## src/rtl/rxChanPkg.sv

```systemverilog
package rxChanPkg;
  localparam int DATA_BITS = 8;
  localparam int REG_W     = 8;

  // Status/configuration register bit positions (decoded by software).
  localparam int ST_FULL  = 7;
  localparam int ST_OVR   = 6;
  localparam int ST_FRM   = 5;
  localparam int ST_STOP2 = 1;
  localparam int ST_EN    = 0;

  typedef enum logic [2:0] {
    S_IDLE,
    S_START,
    S_DATA,
    S_STOP,
    S_STOP2
  } rxState_e;

  // Strobes from the control FSM to the datapath.
  typedef struct packed {
    logic sampleBit;  // shift the synchronized line into the byte
    logic frameEnd;   // first stop bit is being sampled now
  } rxStrobe_t;
endpackage

```

## src/rtl/asyncRxTick.sv

```systemverilog
module asyncRxTick #(
  parameter int CLKS_PER_TICK = 4  // minimum 2
) (
  input  logic clk,
  input  logic rstN,
  output logic tick
);
  localparam int CW = $clog2(CLKS_PER_TICK);
  localparam logic [CW-1:0] LAST = CW'(CLKS_PER_TICK - 1);

  logic [CW-1:0] divCnt;

  always_ff @(posedge clk) begin
    if (!rstN) divCnt <= '0;
    else if (divCnt == LAST) divCnt <= '0;
    else divCnt <= divCnt + 1'b1;
  end

  assign tick = (divCnt == LAST);
endmodule

```

## src/rtl/asyncRxCtrl.sv

```systemverilog
module asyncRxCtrl
  import rxChanPkg::*;
#(
  parameter int OVERSAMPLE = 16
) (
  input  logic      clk,
  input  logic      rstN,
  input  logic      tick,
  input  logic      rxSync,
  input  logic      rxEnable,
  input  logic      rxBlocked,
  input  logic      stopTwo,
  input  logic      standby,
  output rxStrobe_t strobe
);
  localparam int HALF  = OVERSAMPLE / 2;
  localparam int CNT_W = $clog2(OVERSAMPLE + HALF);
  localparam int BIT_W = $clog2(DATA_BITS);
  localparam logic [CNT_W-1:0] MID_START = CNT_W'(HALF - 1);
  localparam logic [CNT_W-1:0] BIT_LAST  = CNT_W'(OVERSAMPLE - 1);
  localparam logic [CNT_W-1:0] DWELL_END = CNT_W'(OVERSAMPLE + HALF - 1);
  localparam logic [BIT_W-1:0] LAST_BIT  = BIT_W'(DATA_BITS - 1);

  rxState_e          state, nState;
  logic [CNT_W-1:0]  tickCnt, nTickCnt;
  logic [BIT_W-1:0]  bitCnt, nBitCnt;
  logic              abort;

  assign abort = !rxEnable || standby;

  always_comb begin
    nState   = state;
    nTickCnt = tickCnt;
    nBitCnt  = bitCnt;
    strobe   = '0;
    case (state)
      S_IDLE: begin
        if (tick && !rxSync && !rxBlocked) begin
          nState   = S_START;
          nTickCnt = '0;
        end
      end
      S_START: begin
        if (tick) begin
          if (tickCnt == MID_START) begin
            nTickCnt = '0;
            nBitCnt  = '0;
            nState   = rxSync ? S_IDLE : S_DATA;
          end else begin
            nTickCnt = tickCnt + 1'b1;
          end
        end
      end
      S_DATA: begin
        if (tick) begin
          if (tickCnt == BIT_LAST) begin
            strobe.sampleBit = 1'b1;
            nTickCnt = '0;
            if (bitCnt == LAST_BIT) nState = S_STOP;
            else nBitCnt = bitCnt + 1'b1;
          end else begin
            nTickCnt = tickCnt + 1'b1;
          end
        end
      end
      S_STOP: begin
        if (tick) begin
          if (tickCnt == BIT_LAST) begin
            strobe.frameEnd = 1'b1;
            nTickCnt = '0;
            nState   = stopTwo ? S_STOP2 : S_IDLE;
          end else begin
            nTickCnt = tickCnt + 1'b1;
          end
        end
      end
      S_STOP2: begin
        // Dwell to the end of the second stop bit; its value is never used.
        if (tick) begin
          if (tickCnt == DWELL_END) nState = S_IDLE;
          else nTickCnt = tickCnt + 1'b1;
        end
      end
      default: nState = S_IDLE;
    endcase
    if (abort) begin
      nState   = S_IDLE;
      nTickCnt = '0;
      nBitCnt  = '0;
      strobe   = '0;
    end
  end

  always_ff @(posedge clk) begin
    if (!rstN) begin
      state   <= S_IDLE;
      tickCnt <= '0;
      bitCnt  <= '0;
    end else begin
      state   <= nState;
      tickCnt <= nTickCnt;
      bitCnt  <= nBitCnt;
    end
  end
endmodule

```

## src/rtl/asyncRxDatapath.sv

```systemverilog
module asyncRxDatapath
  import rxChanPkg::*;
(
  input  logic                 clk,
  input  logic                 rstN,
  input  logic                 standby,
  input  logic                 rxLine,
  input  rxStrobe_t            strobe,
  input  logic                 regSel,
  input  logic                 regRd,
  input  logic                 regWr,
  input  logic [REG_W-1:0]     regWdata,
  output logic [REG_W-1:0]     regRdata,
  output logic                 rxSync,
  output logic                 rxEnable,
  output logic                 stopTwo,
  output logic                 rxBlocked,
  output logic                 rdrfFlag,
  output logic                 orerFlag,
  output logic                 ferFlag,
  output logic [DATA_BITS-1:0] dataReg
);
  logic                 rxMeta;
  logic [DATA_BITS-1:0] shiftReg;
  logic                 armFull, armOvr, armFrm;
  logic                 rdStatus, wrStatus;
  logic                 clrFull, clrOvr, clrFrm;
  logic                 fullEff, stopOk;
  logic                 setFull, setOvr, setFrm, loadData;
  logic [REG_W-1:0]     statusWord;
  logic                 unusedWrBits;

  // Two-flop synchronizer, idle high.
  always_ff @(posedge clk) begin
    if (!rstN) begin
      rxMeta <= 1'b1;
      rxSync <= 1'b1;
    end else begin
      rxMeta <= rxLine;
      rxSync <= rxMeta;
    end
  end

  // LSB-first shift: each new bit enters at the top.
  always_ff @(posedge clk) begin
    if (!rstN) shiftReg <= '0;
    else if (strobe.sampleBit) shiftReg <= {rxSync, shiftReg[DATA_BITS-1:1]};
  end

  assign rdStatus = regRd && regSel;
  assign wrStatus = regWr && regSel;
  assign clrFull  = wrStatus && !regWdata[ST_FULL] && armFull;
  assign clrOvr   = wrStatus && !regWdata[ST_OVR]  && armOvr;
  assign clrFrm   = wrStatus && !regWdata[ST_FRM]  && armFrm;

  // A clear landing with a frame end is applied before the frame is judged.
  assign fullEff  = rdrfFlag && !clrFull;
  assign stopOk   = rxSync;
  assign setFrm   = strobe.frameEnd && !stopOk;
  assign setOvr   = strobe.frameEnd && stopOk && fullEff;
  assign setFull  = strobe.frameEnd && stopOk && !fullEff;
  assign loadData = setFrm || setFull;

  always_ff @(posedge clk) begin
    if (!rstN) dataReg <= '0;
    else if (loadData) dataReg <= shiftReg;
  end

  always_ff @(posedge clk) begin
    if (!rstN || standby) begin
      rdrfFlag <= 1'b0;
      orerFlag <= 1'b0;
      ferFlag  <= 1'b0;
    end else begin
      if (setFull) rdrfFlag <= 1'b1;
      else if (clrFull) rdrfFlag <= 1'b0;
      if (setOvr) orerFlag <= 1'b1;
      else if (clrOvr) orerFlag <= 1'b0;
      if (setFrm) ferFlag <= 1'b1;
      else if (clrFrm) ferFlag <= 1'b0;
    end
  end

  // Arming: a status read records which flags were seen at 1.
  always_ff @(posedge clk) begin
    if (!rstN || standby) begin
      armFull <= 1'b0;
      armOvr  <= 1'b0;
      armFrm  <= 1'b0;
    end else if (rdStatus) begin
      armFull <= rdrfFlag;
      armOvr  <= orerFlag;
      armFrm  <= ferFlag;
    end else begin
      if (clrFull) armFull <= 1'b0;
      if (clrOvr)  armOvr  <= 1'b0;
      if (clrFrm)  armFrm  <= 1'b0;
    end
  end

  always_ff @(posedge clk) begin
    if (!rstN) begin
      rxEnable <= 1'b0;
      stopTwo  <= 1'b0;
    end else if (wrStatus) begin
      rxEnable <= regWdata[ST_EN];
      stopTwo  <= regWdata[ST_STOP2];
    end
  end

  assign unusedWrBits = ^regWdata[ST_FRM-1:ST_STOP2+1];

  always_comb begin
    statusWord           = '0;
    statusWord[ST_FULL]  = rdrfFlag;
    statusWord[ST_OVR]   = orerFlag;
    statusWord[ST_FRM]   = ferFlag;
    statusWord[ST_STOP2] = stopTwo;
    statusWord[ST_EN]    = rxEnable;
  end

  assign regRdata  = regSel ? statusWord : REG_W'(dataReg);
  assign rxBlocked = orerFlag || ferFlag;
endmodule

```

## src/rtl/asyncRxChannel.sv

```systemverilog
module asyncRxChannel
  import rxChanPkg::*;
#(
  parameter int CLKS_PER_TICK = 4,
  parameter int OVERSAMPLE    = 16
) (
  input  logic             clk,
  input  logic             rstN,
  input  logic             standby,
  input  logic             rxLine,
  input  logic             regSel,
  input  logic             regRd,
  input  logic             regWr,
  input  logic [REG_W-1:0] regWdata,
  output logic [REG_W-1:0] regRdata
);
  logic                 tick;
  logic                 rxSync, rxEnable, stopTwo, rxBlocked;
  logic                 rdrfFlag, orerFlag, ferFlag;
  logic [DATA_BITS-1:0] dataReg;
  rxStrobe_t            rxStrobe;

  asyncRxTick #(.CLKS_PER_TICK(CLKS_PER_TICK)) uTick (
    .clk  (clk),
    .rstN (rstN),
    .tick (tick)
  );

  asyncRxCtrl #(.OVERSAMPLE(OVERSAMPLE)) uCtrl (
    .clk       (clk),
    .rstN      (rstN),
    .tick      (tick),
    .rxSync    (rxSync),
    .rxEnable  (rxEnable),
    .rxBlocked (rxBlocked),
    .stopTwo   (stopTwo),
    .standby   (standby),
    .strobe    (rxStrobe)
  );

  asyncRxDatapath uPath (
    .clk       (clk),
    .rstN      (rstN),
    .standby   (standby),
    .rxLine    (rxLine),
    .strobe    (rxStrobe),
    .regSel    (regSel),
    .regRd     (regRd),
    .regWr     (regWr),
    .regWdata  (regWdata),
    .regRdata  (regRdata),
    .rxSync    (rxSync),
    .rxEnable  (rxEnable),
    .stopTwo   (stopTwo),
    .rxBlocked (rxBlocked),
    .rdrfFlag  (rdrfFlag),
    .orerFlag  (orerFlag),
    .ferFlag   (ferFlag),
    .dataReg   (dataReg)
  );
endmodule

```

## config.mk

```make
export PLATFORM = sky130hd
export DESIGN_NAME = asyncRxChannel
export DESIGN_NICKNAME = d
export VERILOG_FILES = /design/src/rtl/rxChanPkg.sv /design/src/rtl/asyncRxTick.sv /design/src/rtl/asyncRxCtrl.sv /design/src/rtl/asyncRxDatapath.sv /design/src/rtl/asyncRxChannel.sv
export SDC_FILE = /design/constraint.sdc
export NUM_CORES = 1
export LEC_CHECK = 0
export BUFFER_PORTS_ARGS = -buffer_cell sky130_fd_sc_hd__buf_2
export CAP_MARGIN = 10
export CORE_ASPECT_RATIO = 1.75
export CORE_MARGIN = 5
export CORE_UTILIZATION = 57
export DETAILED_ROUTE_END_ITERATION = 12
export GPL_ROUTABILITY_DRIVEN = 0
export HOLD_SLACK_MARGIN = 0.02
export PLACE_DENSITY = 0.86
export SLEW_MARGIN = 20
export SYNTH_ARGS = -nofsm -noshare
export SYNTH_HDL_FRONTEND = slang
export SYNTH_SLANG_ARGS = --single-unit
export TNS_END_PERCENT = 20
```

## constraint.sdc

```tcl
create_clock -name clk -period 2.81 [get_ports clk]
set_clock_uncertainty 0.15 [all_clocks]
set_input_delay 0 -clock clk [delete_from_list [all_inputs] [get_ports clk]]
set_output_delay 0 -clock clk [all_outputs]
set_load 0.01 [all_outputs]
```

-- After elaboration in Yosys (flattened, before gate mapping)
Index checks and enable logic that the tools add are counted.
- multiplexer cells: 42
- reduce and logical (&&, ||, !) cells: 43
- eq/ne operators: 22
- bitwise logic cells: 1
- add/subtract/negate cells: 3
- operator list (kind ; count):
    2-to-1 mux 3 bit ; 16
    2-to-1 mux 5 bit ; 7
    inequality test 2 x 1 -> 1 bit (second input constant) ; 11
    case mux 5 bit (4 select lines) ; 1
    logical AND 1 bit ; 15
    case mux 3 bit (5 select lines) ; 1
    nonzero test 2 bit ; 7
    2-to-1 mux 1 bit ; 13
    AND reduction 6 bit ; 2
    AND reduction 10 bit ; 1
    logical NOT 1 bit ; 9
    2-to-1 mux 8 bit ; 1
    == test 3 x 2 -> 1 bit (second input constant) ; 2
    == test 3 bit (second input constant) ; 2
    case mux 3 bit (2 select lines) ; 1
    OR reduction 2 bit ; 3
    adder 5 x 1 -> 5 bit (second input constant) ; 1
    == test 5 x 3 -> 1 bit (second input constant) ; 1
    == test 5 x 4 -> 1 bit (second input constant) ; 1
    == test 5 bit (second input constant) ; 1
    logical OR 1 bit ; 4
    2-to-1 mux 2 bit ; 2
    inequality test 2 bit (second input constant) ; 2
    nonzero test 4 bit ; 1
    6 further kinds ; 6
- output and inout bits: 8
- logic and storage cells: 127
- input bits: 15
- flip-flop bits (word level): 39

-- Longest topological paths before layout
Gate-level depths: netlist of the first run.
- word-level depth: 8
- gate-level depth with buffers: 10
- depth with buffers taken out: 9

-- Cells and area by module
A second synthesis of the first run with hierarchy kept.
- cell total of the unflattened synthesis: 250
- area, all modules: 2182.1 um^2
- modules (own cells, without submodules) (module ; times used ; cells an instance ; area each (um^2) ; seq. area each (um^2)):
    asyncRxDatapath ; 1 ; 144 ; 1308.8 ; 520.5
    asyncRxCtrl ; 1 ; 101 ; 799.5 ; 220.2
    asyncRxTick ; 1 ; 5 ; 73.8 ; 40.0

-- Least setup slack after synthesis of the first run
Ideal clock, no wire load.
- kind: register to register
- from: register uCtrl.tickCnt[0]
- to: register uCtrl.bitCnt[0]
- buffers on the path: 0
- setup time: 70 ps
- clock period less this slack: 2194 ps
- data required time: 2590 ps
- setup slack: 616 ps
- arrival: 1974 ps
- stages on the path, launching flop included: 10
- path through: dfxtp_1 ha_1 nand3_1 inv_1 ha_1 nand2_4 a221oi_4 nand2_2 or4_1 a21oi_1
- longest elaborated chain between the ends: 3
- elaborated cells on any way between the ends: 5
- those cells by class: eq/ne: 4; reduce/logical: 1
- ends and longest elaborated chain (element ; RTL line ; text):
    start: declaration ; asyncRxCtrl.sv:25 ; logic [CNT_W-1:0] tickCnt, nTickCnt;
    start signal: assignment ; asyncRxCtrl.sv:101 ; tickCnt <= nTickCnt;
    == test 5 x 4 -> 1 bit / == test 5 x 3 -> 1 bit (equally long branches) ; asyncRxCtrl.sv:56, asyncRxCtrl.sv:45 ;
    inequality test 2 x 1 -> 1 bit (no source line) ; n/a ;
    AND reduction 6 bit (no source line) (*) ; n/a ;
    end signal: assignment ; asyncRxCtrl.sv:102 ; bitCnt <= nBitCnt;
    end: declaration ; asyncRxCtrl.sv:26 ; logic [BIT_W-1:0] bitCnt, nBitCnt;
Every way passes the cells marked *; elsewhere a longest branch is shown, timed or not.
A chain may end at the register's enable or synchronous reset.

-- Final worst setup path of the first run
- from: register uCtrl.tickCnt[0]
- to: register uPath.orerFlag
- longest elaborated chain between the ends: 8
- elaborated cells on any way between the ends: 9
- those cells by class: eq/ne: 1; mux: 5; reduce/logical: 3
- ends and longest elaborated chain (element ; RTL line ; text):
    == test 5 x 4 -> 1 bit (*) ; asyncRxCtrl.sv:68 ; if (tickCnt == BIT_LAST) begin
    2-to-1 mux 1 bit (*) ; asyncRxCtrl.sv:68 ;
    2-to-1 mux 1 bit (*) ; asyncRxCtrl.sv:67 ; if (tick) begin
    2-to-1 mux 1 bit (*) ; asyncRxCtrl.sv:36 ; case (state)
    2-to-1 mux 2 bit (*) ; asyncRxCtrl.sv:86 ; if (abort) begin
    logical AND 1 bit (*) (2 in series) ; asyncRxDatapath.sv:60 ; assign setOvr = strobe.frameEnd && stopOk && fullEff;
    2-to-1 mux 1 bit / nonzero test 2 bit (equally long branches) ; n/a ;
    end signal: assignment ; asyncRxDatapath.sv:72 ; orerFlag <= 1'b0;
    end signal: assignment ; asyncRxDatapath.sv:77 ; if (setOvr) orerFlag <= 1'b1;
    end signal: assignment ; asyncRxDatapath.sv:78 ; else if (clrOvr) orerFlag <= 1'b0;
    end: declaration ; asyncRxDatapath.sv:19 ; output logic orerFlag,
Marked as above.

==> reports/qor.csv, run 1 <==
metric,value,unit
clock sinks,39,
"Reg clk slew, reported paths",0.09,ns
pwr/cell area,424,mW/mm2
first-pass GRT wire length,8210,um
critical path class,reg2reg,
Final setup viols,0,
Bufs on Longest Clock Path,2,
Worst R2R Start,uCtrl.tickCnt[0]$_SDFFE_PP0P_,
Sw Ratio,24.6,%
Worst Slack Setup Final,0.174,ns
Mapped Area,0.00199,mm2
dpl cells,273,
antenna violations before repair,0,
worst hold-check path type,in2reg,
Chip Width,54.6,um
Netlist cell types,48,
Slew headroom,54.0,%
Layout area overhead,19.6,%
top_reg_cell synth,dfxtp_1,
io pins,23,
Mean Syn Cell Area,9.04,um2
DR pass1 iterations,4,
Final HPWL DP,2920,um
clock share of power,38.2,%
initial DRC count,57,
Async SR Flop Fraction,0,%
max incr delay on CP,0.57,ns
Flop pwr share,55.7,%
slowest CP cell,dlygate4sd3_1,
Cells after Synth,220,
residual DRC count,0,
Port Buffer Count,19,
Register-to-Register Setup Slack,0.17,ns
fraction of layout cells with a size suffix above 1,19.5,%
CP startpoint kind,flip-flop,
worst slew pin tran,0.690,ns
"Req. time, crit path",2.90,ns
Hold Path End,uPath.rxEnable$_SDFFE_PN0N_,
crit path cell chain,ha_2 -> nand3_1 -> inv_1 -> ha_1 -> nand4b_1 -> nor2b_2 -> nand2_1 -> a2bb2oi_1 -> nor2_1 -> dlygate4sd3_1,
minimum clock period,2.64,ns
Post-synth EDFFs,0,
core area,0.00336,mm2
Setup WS pre-CTS,0.324,ns
Gate power share,6.0,%
f_max,379,MHz
H-tree depth,2,
Chip Height,88.1,um
final hold violations,0,
Root Buffer,clkbuf_8,
Critical Path End Type,flip-flop,
Syn Nets,241,
CP bufs+invs,2,
Die ar.,0.00482,mm2
remaining global-route overflow,0,
Total Wirelength,4940,um
later-pin clock latency in the skew report,0.30,ns
cells on worst reg2reg path,10,
Post-DRT Antenna Nets,0,
Synth Register Bits,39,
MaxCap Viol Count,0,
Rows,28,
Peak VDD IR,0.531,mV
Initial Util,59.1,%
gr usage total,23.7,%
Layout Utilization,70.7,%
most frequent cells in the layout,"dfxtp_1 (39), nand2_1 (22), nand3_1 (21)",
WHS Path Cells,4,
"most common cell after layout, fill and taps aside",dfxtp_1,
kind of cell adding the most delay to the critical path,simple AND/OR/NAND/NOR gates,
register area share after synthesis,39.3,%
largest net degree at the start of global routing,32,
Crit Path Max Fanout,5,
routed vias,1770,
Leakage,0.847,nW
WL/cell,16.4,um
setup TNS,0,ns
final std cells w/o fill,301,
max-slew violations,0,
NetSw,0.248,mW
clock buffers created by TritonCTS,5,
final worst path period share,93.8,%
WP data arrival,2.72,ns
number of global-route vias before repair,1776,
status,completed,
Synth Warn #,0,
via/cell ratio,5.88,
RR Endpoint,uPath.orerFlag$_SDFFE_PP0P_,
cell internal pwr,0.761,mW
start point of the worst min-delay path,regWr,
unrepaired setup endpoints after global routing,no,
CTS tree,done,
Final #Nets,276,
n_diodes,0,
## registers in the layout, summed over array words and instances (netlist names)
name and count:
uPath.orerFlag 1, uPath.rxMeta 1, uPath.dataReg 8, uCtrl.state 3, uCtrl.bitCnt 3, uPath.armFrm 1
uPath.rdrfFlag 1, uTick.divCnt 2, uPath.armOvr 1, uCtrl.tickCnt 5, uPath.ferFlag 1, uPath.rxSync 1
uPath.stopTwo 1, uPath.armFull 1, uPath.shiftReg 8, uPath.rxEnable 1
## worst max-delay path by stage
| stage | from | to | depth (start not counted) | slack (ns) |
|---|---|---|---|---|
| floorplan | uCtrl.tickCnt[0]$_SDFFE_PP0P_ | uCtrl.bitCnt[0]$_SDFFE_PP0P_ | 9 | 0.62 |
| global placement | uCtrl.tickCnt[0]$_SDFFE_PP0P_ | uPath.shiftReg[3]$_SDFFE_PN0P_ | 8 | 0.38 |
| detailed placement | uCtrl.tickCnt[0]$_SDFFE_PP0P_ | uPath.shiftReg[7]$_SDFFE_PN0P_ | 8 | 0.32 |
| CTS | uCtrl.tickCnt[0]$_SDFFE_PP0P_ | uPath.orerFlag$_SDFFE_PP0P_ | 10 | 0.09 |
| global route | uCtrl.tickCnt[0]$_SDFFE_PP0P_ | uPath.orerFlag$_SDFFE_PP0P_ | 10 | 0.07 |
| finish | uCtrl.tickCnt[0]$_SDFFE_PP0P_ | uPath.orerFlag$_SDFFE_PP0P_ | 10 | 0.17 |
## worst min-delay path, stage by stage
cell and delay [ns]:
buf_2 0.12, nand2_1 0.17, nand2_1 0.12, a21boi_0 0.07
## cell usage after synthesis (all sizes together) (6+ instances only)
| cell | count | area [um2] |
|---|---|---|
| a21oi | 10 | 50.1 |
| buf | 6 | 38.8 |
| nand2b | 7 | 43.8 |
| ha | 6 | 75.1 |
| dfxtp | 39 | 781 |
| mux2i | 10 | 100 |
| o21ai | 11 | 55.1 |
| nand2 | 24 | 100 |
| nor2 | 10 | 40.0 |
| nand3 | 21 | 105 |
| nor2b | 15 | 96.3 |
| clkbuf | 6 | 22.5 |
## cell families (layout without fill, tap and decap cells)
| group | count (synthesis) | in the layout | synth area share [%] |
|---|---|---|---|
| AO/OA/AOI/OAI | 43 | 43 | 15.7 |
| XOR/XNOR | 1 | 1 | 0.441 |
| adder cells (fa/ha/maj) | 6 | 6 | 3.78 |
| buffers and inverters | 17 | 53 | 4.03 |
| flip-flops | 39 | 39 | 39.3 |
| multiplexers | 15 | 15 | 7.87 |
| AND/OR/NAND/NOR | 99 | 99 | 28.9 |
## area by class of cell
class	count	area [um2]
Sequential cell	39	781
Inverter	5	18.8
Timing Repair Buffer	40	300
Clock inverter	3	20.0
Multi-Input combinational cell	164	1130
Fill cell	265	986
Tap cell	45	56.3
Clock buffer	5	68.8
## routing by layer
| layer | global-route usage [%] | up-vias | share of wire [%] |
|---|---|---|---|
| met5 | 0 | - | 0 |
| met4 | 14.1 | 0 | 4.6 |
| met3 | 5.28 | 20 | 4.6 |
| met2 | 39.7 | 68 | 53 |
| met1 | 26.0 | 828 | 38 |
| li1 | - | 854 | - |
## metrics by stage
stage | power [mW] | hold slack, ns | cell area [um2]
after CTS | 1.01 | 0.0313 | 2360
after global placement | 0.619 | 0.0317 | 2090
after global routing | 1.04 | 0.113 | 2380
after detailed placement | 0.620 | 0.0481 | 2090
final | 1.01 | 0.0569 | 2380
after floorplan | 0.604 | -0.0485 | 1990
## power by group through the flow
stage               Combinational [mW]  Sequential [mW]  Clock [mW]
floorplan                       0.0303            0.574           0
global placement                0.0439            0.575           0
detailed placement              0.0449            0.575           0
CTS                             0.0582            0.562       0.388
global route                    0.0658            0.563       0.413
finish                          0.0609            0.562       0.386
## what timing repair did
action | in CTS | in global routing
setup endpoints to repair | 0 | 1
buffers inserted | 0 | 1
endpoints found under the hold margin | 10 | 0
hold buffers | 19 | 0
resized for setup | 0 | 2
No activity file was read; power rests on OpenSTA's default activity.
==> run 2, diff against run 1 <==
--- a/config.mk
+++ b/config.mk
@@ -5,6 +5,7 @@
 export SDC_FILE = /design/constraint.sdc
 export NUM_CORES = 1
 export LEC_CHECK = 0
+export ABC_AREA = 1
 export BUFFER_PORTS_ARGS = -buffer_cell sky130_fd_sc_hd__buf_2
 export CAP_MARGIN = 10
 export CORE_ASPECT_RATIO = 1.75
==> reports/qor.csv, run 2 <==
metric,value,unit
register area,781,um2
via/cell ratio,5.01,
RR Endpoint,uPath.orerFlag$_SDFFE_PP0P_,
top_reg_cell synth,dfxtp_1,
Layout area overhead,19.6,%
residual DRC count,0,
Syn Nets,293,
Initial Util,59.9,%
met2 usage,39.3,%
gr busiest metal,met2,
antenna violations before repair,0,
CTS tree,done,
status,completed,
final hold violations,0,
Async SR Flop Fraction,0,%
first-pass GRT wire length,6980,um
commonest cells in the netlist,"nand2_1 (56), nor2_1 (53), dfxtp_1 (39), inv_1 (22), a21oi_1 (21)",
register area share after synthesis,41.1,%
"Reg clk slew, reported paths",0.07,ns
Die ar.,0.00463,mm2
WP data arrival,2.56,ns
max-slew violations,0,
largest net degree at the start of global routing,21,
grt met1 use,17.5,%
Slew headroom,64.9,%
count of hold-fix buffers inserted at cts,16,
Synth area leaders,"dfxtp_1 (41%), nand2_1 (11%), nor2_1 (10%)",
Final #Nets,331,
Mean Syn Cell Area,6.99,um2
Root Buffer,clkbuf_8,
cells on worst reg2reg path,13,
Cells after Synth,272,
worst slew pin tran,0.527,ns
final worst path period share,87.8,%
Synth Warn #,0,
Crit Path Max Fanout,4,
Worst R2R Start,uCtrl.tickCnt[0]$_SDFFE_PP0P_,
Register-to-Register Setup Slack,0.34,ns
Post-synth EDFFs,0,
minimum clock period,2.47,ns
biggest regs,"uPath.dataReg x8, uPath.shiftReg x8, uCtrl.tickCnt x5",
f_max,406,MHz
H-tree depth,2,
CTS resizes,0,
"most common cell after layout, fill and taps aside",nand2_1,
DR pass1 iterations,4,
pwr/cell area,442,mW/mm2
critical path class,reg2reg,
Critical Path End Type,flip-flop,
number of global-route vias before repair,1743,
area of the multi-input gates,973,um2
Peak VDD IR,0.388,mV
Synth Register Bits,39,
Final setup viols,0,
most area-hungry cell type in the Yosys netlist,dfxtp_1,
Chip Width,53.7,um
later-pin clock latency in the skew report,0.29,ns
postcts setup bufs,0,
"Req. time, crit path",2.90,ns
Chip Height,86.4,um
remaining global-route overflow,0,
CP Launch Point,uCtrl.tickCnt[0]$_SDFFE_PP0P_,
gr usage total,20.3,%
Netlist cell types,25,
Leakage,1.05,nW
clock sinks,39,
core area,0.00318,mm2
Bufs on Longest Clock Path,2,
Rows,27,
met3 Track Usage GR,4.65,%
Final HPWL DP,3040,um
Total Wirelength,4140,um
most frequent cell after synthesis,nand2_1,
Post-DRT Antenna Nets,0,
crit path to,uPath.orerFlag$_SDFFE_PP0P_,
initial DRC count,37,
routed vias,1775,
worst hold-check path type,in2reg,
Port Buffer Count,19,
fill count,283,
fraction of layout cells with a size suffix above 1,18.0,%
total power,1.00,mW
Mapped Area,0.00190,mm2
most frequent cells in the layout,"nand2_1 (56), nor2_1 (53), dfxtp_1 (39)",
CP startpoint kind,flip-flop,
share of the synthesized area in the top cell type,41.1,%
n_diodes,0,
unrepaired setup endpoints after global routing,no,
io pins,23,
setup TNS,0,ns
MaxCap Viol Count,0,
clock buffers created by TritonCTS,5,
WL/cell,11.7,um
run 2: cell count changes in the layout (fill, tap and decap cells not counted), moves of 9 or more:
cell / before / now
a21oi_1: 10 / 21
inv_1: 5 / 22
inv_2: 0 / 11
mux2i_1: 10 / 0
nand2_1: 22 / 56
nand3_1: 21 / 10
nor2_1: 9 / 53
nor2b_1: 13 / 0
o21ai_1: 0 / 9
run 2: worst min path at each step:
stage | start | endpoint | cells after the start | slack [ns]
5_1_grt | regWdata[7] | uPath.rdrfFlag$_SDFFE_PP0P_ | 5 | 0.10
3_3_place_gp | rxLine | uPath.rxMeta$_SDFF_PN1_ | 2 | 0.04
6_report | regWdata[7] | uPath.rdrfFlag$_SDFFE_PP0P_ | 5 | 0.04
2_1_floorplan | rxLine | uPath.rxMeta$_SDFF_PN1_ | 1 | -0.04
3_5_place_dp | rxLine | uPath.rxMeta$_SDFF_PN1_ | 2 | 0.04
4_1_cts | regSel | uPath.armFrm$_SDFFE_PP0P_ | 3 | 0.03
run 2: critical path, stage by stage (launching register included):
cell and delay (ns):
dfxtp_1 0.37, ha_1 0.18, nand2_1 0.09, nor2_1 0.13
ha_1 0.18, nand2_1 0.10, inv_1 0.09, nand2_1 0.14
nor2_4 0.14, nand2_1 0.09, nor2_1 0.09, a21oi_1 0.04
nor2_1 0.08, dlygate4sd3_1 0.54
run 2: final cells by class:
class / count / share of cell area (%)
multi-input combinational: 196 / 42.8
sequential: 39 / 34.4
timing repair buffer: 35 / 11.2
inverter: 33 / 5.45
clock buffer: 6 / 3.19
tap: 43 / 2.37
clock inverter: 2 / 0.551
run 2: layer usage:
layer / share of wire [%] / vias up
met3: 2.4 / 12
met2: 59 / 22
met4: 3.0 / 0
li1: - / 937
met1: 36 / 804
met5: 0 / -
run 2: power breakdown:
group / leakage (nW) / switching, mW / internal, mW
registers: 0.316 / 0.00414 / 0.561
clock network: 0.0412 / 0.198 / 0.173
logic: 0.692 / 0.0356 / 0.0329
run 2: through the flow:
stage	setup WS [ns]	cell area [um2]	util [%]	hold slack [ns]	instances
global placement	0.767	2030	63.8	0.0393	330
CTS	0.355	2270	71.6	0.0322	354
global route	0.203	2270	71.6	0.100	354
floorplan	0.940	1900	-	-0.0435	272
finish	0.344	2270	71.6	0.0427	354
detailed placement	0.726	2030	63.8	0.0429	330
run 2: cell families after synthesis:
group,share of synthesized area (%)
compound gates,13.3
xor+xnor,0.461
fa+ha+maj,3.95
buf+inv,7.70
flops,41.1
mux,1.18
simple gates,32.3
